**src/rtl/alarm_sched_pkg.sv**
```systemverilog
package alarm_sched_pkg;

  localparam int NUM_FIELDS = 4;
  localparam int SEL_W      = $clog2(NUM_FIELDS);

  localparam int F_SEC  = 0;
  localparam int F_MIN  = 1;
  localparam int F_HOUR = 2;
  localparam int F_DATE = 3;

  typedef enum logic [2:0] {
    RPT_MONTH  = 3'd0,
    RPT_DAY    = 3'd1,
    RPT_HOUR   = 3'd2,
    RPT_MINUTE = 3'd3,
    RPT_SECOND = 3'd4
  } rpt_mode_e;

  // Number of value bits for each field.
  function automatic int field_width(input int idx);
    return (idx == F_SEC || idx == F_MIN) ? 7 : 6;
  endfunction

  function automatic int field_min(input int idx);
    return (idx == F_DATE) ? 1 : 0;
  endfunction

  function automatic int field_max(input int idx);
    case (idx)
      F_HOUR:  return 23;
      F_DATE:  return 31;
      default: return 59;
    endcase
  endfunction

  // Turns up to 7 BCD bits into binary (a tens digit of at most 7).
  function automatic logic [6:0] bcd_to_bin(input logic [6:0] v);
    return ({4'd0, v[6:4]} * 7'd10) + {3'd0, v[3:0]};
  endfunction

endpackage

```
**src/rtl/alarm_field_reg.sv**
```systemverilog
module alarm_field_reg
  import alarm_sched_pkg::*;
#(
  parameter int VAL_W = 7,
  parameter int MIN_V = 0,
  parameter int MAX_V = 59
) (
  input  logic       clk,
  input  logic       rst_n,
  input  logic       wr_en,
  input  logic [7:0] wdata,
  output logic [7:0] q
);

  localparam logic [6:0] VAL_MASK = 7'((1 << VAL_W) - 1);

  logic [7:0] q_r;
  logic [7:0] q_nxt;
  logic [6:0] dec_val;
  logic       in_range;
  logic       ld_en;

  always_comb begin
    dec_val  = bcd_to_bin(wdata[6:0] & VAL_MASK);
    in_range = (int'(dec_val) >= MIN_V) && (int'(dec_val) <= MAX_V);
    ld_en    = wr_en && in_range;
    q_nxt    = ld_en ? wdata : q_r;
  end

  always_ff @(posedge clk or negedge rst_n) begin
    if (!rst_n) q_r <= 8'h00;
    else        q_r <= q_nxt;
  end

  assign q = q_r;

  // with R4 and R5: a rejected write leaves the stored byte as it was
  a_r3_bad_write_holds: assert property (@(posedge clk) disable iff (!rst_n)
    (wr_en && !in_range) |=> $stable(q_r));

endmodule

```
**src/rtl/alarm_mode_decode.sv**
```systemverilog
module alarm_mode_decode
  import alarm_sched_pkg::*;
(
  input  logic [NUM_FIELDS-1:0] mask,
  output rpt_mode_e             mode,
  output logic [NUM_FIELDS-1:0] cmp_en
);

  always_comb begin
    unique case (mask)
      4'b0000: mode = RPT_MONTH;
      4'b1000: mode = RPT_DAY;
      4'b1100: mode = RPT_HOUR;
      4'b1110: mode = RPT_MINUTE;
      default: mode = RPT_SECOND;
    endcase
  end

  always_comb begin
    case (mode)
      RPT_MONTH:  cmp_en = 4'b1111;
      RPT_DAY:    cmp_en = 4'b0111;
      RPT_HOUR:   cmp_en = 4'b0011;
      RPT_MINUTE: cmp_en = 4'b0001;
      default:    cmp_en = 4'b0000;
    endcase
  end

endmodule

```
**src/rtl/alarm_match.sv**
```systemverilog
module alarm_match
  import alarm_sched_pkg::*;
(
  input  logic                  clk,
  input  logic                  rst_n,
  input  logic                  tick,
  input  logic [NUM_FIELDS-1:0] cmp_en,
  input  logic [NUM_FIELDS-1:0] fld_eq,
  output logic                  irq
);

  logic hit;
  logic irq_r;
  logic irq_nxt;

  always_comb begin
    hit     = &(~cmp_en | fld_eq);
    irq_nxt = tick && hit;
  end

  always_ff @(posedge clk or negedge rst_n) begin
    if (!rst_n) irq_r <= 1'b0;
    else        irq_r <= irq_nxt;
  end

  assign irq = irq_r;

  // every pulse follows a sampled tick
  a_r11_pulse_needs_tick: assert property (@(posedge clk) disable iff (!rst_n)
    irq_r |-> $past(tick));

  // with nothing to compare, every tick produces a pulse
  a_r10_free_run_fires: assert property (@(posedge clk) disable iff (!rst_n)
    (tick && cmp_en == '0) |=> irq_r);

endmodule

```
**src/rtl/alarm_repeat_sched.sv**
```systemverilog
module alarm_repeat_sched
  import alarm_sched_pkg::*;
(
  input  logic             clk,
  input  logic             rst_n,
  input  logic             wr_en,
  input  logic [SEL_W-1:0] reg_sel,
  input  logic [7:0]       wdata,
  output logic [7:0]       rdata,
  input  logic             tick,
  input  logic [6:0]       now_sec,
  input  logic [6:0]       now_min,
  input  logic [5:0]       now_hour,
  input  logic [5:0]       now_date,
  output logic             irq
);

  logic [7:0]            fld_q   [NUM_FIELDS];
  logic [6:0]            now_val [NUM_FIELDS];
  logic [NUM_FIELDS-1:0] fld_mask;
  logic [NUM_FIELDS-1:0] fld_eq;
  logic [NUM_FIELDS-1:0] cmp_en;
  rpt_mode_e             mode;

  always_comb begin
    now_val[F_SEC]  = now_sec;
    now_val[F_MIN]  = now_min;
    now_val[F_HOUR] = {1'b0, now_hour};
    now_val[F_DATE] = {1'b0, now_date};
  end

  for (genvar i = 0; i < NUM_FIELDS; i++) begin : g_fld
    localparam int         FW    = field_width(i);
    localparam logic [6:0] VMASK = 7'((1 << FW) - 1);

    alarm_field_reg #(
      .VAL_W (FW),
      .MIN_V (field_min(i)),
      .MAX_V (field_max(i))
    ) u_reg (
      .clk   (clk),
      .rst_n (rst_n),
      .wr_en (wr_en && (reg_sel == SEL_W'(i))),
      .wdata (wdata),
      .q     (fld_q[i])
    );

    assign fld_mask[i] = fld_q[i][7];
    assign fld_eq[i]   = ((fld_q[i][6:0] & VMASK) == (now_val[i] & VMASK));
  end

  alarm_mode_decode u_mode (
    .mask   (fld_mask),
    .mode   (mode),
    .cmp_en (cmp_en)
  );

  alarm_match u_match (
    .clk    (clk),
    .rst_n  (rst_n),
    .tick   (tick),
    .cmp_en (cmp_en),
    .fld_eq (fld_eq),
    .irq    (irq)
  );

  assign rdata = fld_q[reg_sel];

  // in monthly mode a day mismatch blocks the pulse
  a_r6_month_needs_date: assert property (@(posedge clk) disable iff (!rst_n)
    (tick && fld_mask == '0 && now_date != fld_q[F_DATE][5:0]) |=> !irq);

endmodule

```
**config.mk**
```make
export PLATFORM = sky130hd
export DESIGN_NAME = alarm_repeat_sched
export DESIGN_NICKNAME = d
export VERILOG_FILES = /design/src/rtl/alarm_sched_pkg.sv /design/src/rtl/alarm_field_reg.sv /design/src/rtl/alarm_mode_decode.sv /design/src/rtl/alarm_match.sv /design/src/rtl/alarm_repeat_sched.sv
export SDC_FILE = /design/constraint.sdc
export NUM_CORES = 1
export LEC_CHECK = 0
export ABC_AREA = 1
export BUFFER_PORTS_ARGS = -buffer_cell sky130_fd_sc_hd__buf_4
export CORE_MARGIN = 3
export CORE_UTILIZATION = 59
export DETAILED_ROUTE_END_ITERATION = 7
export PLACE_DENSITY = 0.88
export SLEW_MARGIN = 5
export SYNTH_ARGS = -nofsm -noshare
export SYNTH_HDL_FRONTEND = slang
export SYNTH_SLANG_ARGS = --single-unit
```
**constraint.sdc**
```tcl
create_clock -name clk -period 2.1 [get_ports clk]
set_input_delay 0.105 -clock clk [delete_from_list [all_inputs] [get_ports clk]]
set_output_delay 0.105 -clock clk [all_outputs]
set_load 0.03 [all_outputs]
```
==> run_results.csv <==
group,metric,value,unit
outcome,status,"complete, no violations",
yosys,avgSynthCellArea,7.28,µm²
grt,grt_usage,28.7,%
min_path,hold_depth,3,
clocking,cts_buffer_depth,2,
yosys,ys_ff_latch,33,
detailed_routing,vias_per_cell,5.78,
die,ios,49,
grt,top_usage_layer,"met2",
setup_path,r2r_setup_slack,920,ps
sta,fin_skew,6.55,ps
setup_path,crit_type,"in -> reg",
sta,min_period,1760,ps
finish,layout-drive-gt1-share,18.9,%
power_and_ir_drop,leakage,1.52,nW
finish,n_antenna_cell,0,
clocking,clk_pin_slew,60,ps
finish,final-instance-count-excl-fill,424,
yosys,seq_area_frac_synth,35.5,%
finish,synthToLayoutAreaGrowth,21.7,%
clocking,cts_tree,"built",
sta,setup_ws,343,ps
setup_path,cp_max_fo,11,
yosys,synth_nets,369,
yosys,synth.distinct_cells,28,
setup_path,regToRegEndpoint,"u_match.irq$_DFF_PN0_",
grt,grt_overflow_total,0,
die,core_area,0.00374,mm²
die,die_h,68.8,µm
finish,layout.nets,424,
sta,finalHoldViolCount,0,
flow_run,cap_viol_max_count,0,
sta,clock.fmax,569,MHz
clocking,cts_max_level,2,
detailed_routing,antenna_left,0,
sta,post-route-period-util,83.7,%
clocking,cts_hold_buf,1,
min_path,hp-start,"tick",
placement,place_inst,415,
setup_path,end_kind,"register",
sta,rsz0062_at_grt,"false",
finish,final_cell_mix,"nand2_1, buf_4, dfrtp_1",
detailed_routing,drc,0,
placement,dpl-instance-area,0.00274,mm²
placement,dp_hpwl,4780,µm
yosys,netlist_area,0.00233,mm²
setup_path,worst_ep_arrival_time,1920,ps
grt,grt_pass1_vias,2234,
placement,io_buffers,48,
sta,maxSlewHeadroom,59.9,%
placement,place_ws,73.2,ps
die,initial_utilization,62.2,%
sta,tightest_slew,599,ps
min_path,min_to,"u_match.irq$_DFF_PN0_",
clocking,cts_buffers,5,
setup_path,r2r-start,"g_fld[0].u_reg.q[3]$_DFFE_PN0P_",
finish,fin_util,75.7,%
grt,grt_util_met1,37.1,%
power_and_ir_drop,powerDensity,784,mW/mm²
detailed_routing,dr.pass1.iters,7,
die,die_area,0.00474,mm²
power_and_ir_drop,peakVddDrop,0.385,mV
finish,final_common_cell,"nand2_1",
sta,slew_violations,0,
sta,setup_viol,0,
min_path,hold_class,"in -> reg",
clocking,insertion_delay,280,ps
detailed_routing,drt_iter0_markers,254,
detailed_routing,finalWirelength,6200,µm
die,die_width,68.8,µm
grt,met2_usage,47.9,%
placement,place_congestion,0.876,
grt,grt_max_degree,34,
clocking,post-cts-setup-buffers,0,
yosys,syn_inst,320,
clocking,cts-resized-gates,0,
grt,grt_pass1_wl,9960,µm
finish,fin_area,0.00283,mm²
power_and_ir_drop,power,2.22,mW
grt,antenna_found_initial,0,
yosys,yosysWarnings,0,
die,rows,22,
sta,fin_tns_setup,0,ps
setup_path,worst-r2r-cell-count,7,
sta,worst_hold_slack,81.9,ps
clocking,cts_root_buf,"clkbuf_8",
detailed_routing,post_drt_wl_per_cell,14.6,µm
grt,grt_util_met3,4.70,%
detailed_routing,vias,2449,
setup_path,cp.required,2270,ps
clocking,cts_sinks,33,
setup_path,start_kind,"primary input",
area by class of cell:
type / instances / area [µm²]
fill: 303 / 910
timing repair buffer: 52 / 393
inverter: 34 / 128
multi-input combinational: 249 / 1350
sequential: 33 / 826
tap: 48 / 60.1
clock buffer: 8 / 80.1
flip-flops by register name, indices dropped and copies added (netlist names):
signal	flops
u_match.irq	1
g_fld.u_reg.q	32
report_power, final:
| group | total [mW] | leakage (nW) | switching, mW | internal [mW] |
|---|---|---|---|---|
| Clock | 0.455 | 0.0395 | 0.219 | 0.235 |
| Combinational | 0.831 | 1.07 | 0.489 | 0.342 |
| Sequential | 0.936 | 0.414 | 0.149 | 0.788 |
per-layer routing:
| metal | up-vias | wire [µm] |
|---|---|---|
| met5 | - | 0 |
| met4 | 0 | 191 |
| met3 | 21 | 556 |
| met2 | 137 | 3070 |
| met1 | 1129 | 2380 |
| li1 | 1162 | - |
cells in the mapped netlist:
cell | number | area (µm²)
nand2_1 | 117 | 439
dfrtp_1 | 33 | 826
inv_1 | 32 | 120
nand3_1 | 29 | 145
nor2_1 | 24 | 90.1
nand4_1 | 17 | 106
xnor2_1 | 11 | 96.3
ha_1 | 8 | 100
a22oi_1 | 7 | 52.6
xor2_1 | 7 | 61.3
nand2_2 | 4 | 25.0
o211ai_1 | 4 | 30.0
buf_4 | 3 | 22.5
nand4_2 | 3 | 37.5
nor3_4 | 3 | 48.8
o21ai_0 | 3 | 15.0
a21oi_1 | 2 | 10.0
inv_2 | 2 | 7.51
o21ai_1 | 2 | 10.0
a21oi_2 | 1 | 8.76
a221oi_1 | 1 | 8.76
buf_2 | 1 | 5.00
fa_1 | 1 | 20.0
nand2_4 | 1 | 11.3
nor3_1 | 1 | 5.00
nor3_2 | 1 | 10.0
nor3b_1 | 1 | 7.51
o221ai_1 | 1 | 8.76
worst max-delay path, cell delays in order:
cell	delay, ps
buf_4	150
ha_1	320
ha_1	310
nand2_1	70
nand2_1	50
nor2_1	150
inv_1	70
nand2_2	200
nand4_2	280
nand2_1	150
nand2_1	60
how the worst max path moves through the flow:
| stage | slack (ps) | end | from | depth (start not counted) |
|---|---|---|---|---|
| 3_5_place_dp | 70 | g_fld[0].u_reg.q[7]$_DFFE_PN0P_ | wdata[4] | 11 |
| 6_report | 340 | g_fld[0].u_reg.q[2]$_DFFE_PN0P_ | wdata[4] | 11 |
| 4_1_cts | 360 | g_fld[0].u_reg.q[7]$_DFFE_PN0P_ | wdata[4] | 11 |
| 3_3_place_gp | 170 | g_fld[1].u_reg.q[7]$_DFFE_PN0P_ | wdata[4] | 11 |
| 2_1_floorplan | 450 | g_fld[0].u_reg.q[0]$_DFFE_PN0P_ | wdata[1] | 10 |
| 5_1_grt | 170 | g_fld[0].u_reg.q[4]$_DFFE_PN0P_ | wdata[4] | 12 |
kinds of logic (layout without fill, tap and decap cells):
logic type | after synthesis | count (layout) | synth area share (%)
xor gates and xnor gates | 18 | 18 | 6.77
buffers and inverters | 38 | 94 | 6.66
DFF | 33 | 33 | 35.5
AOI/OAI and AO/OA | 21 | 21 | 6.18
adders and majority gates | 9 | 9 | 5.16
and+or+nand+nor | 201 | 201 | 39.8
No activity file was read; power rests on OpenSTA's default activity.
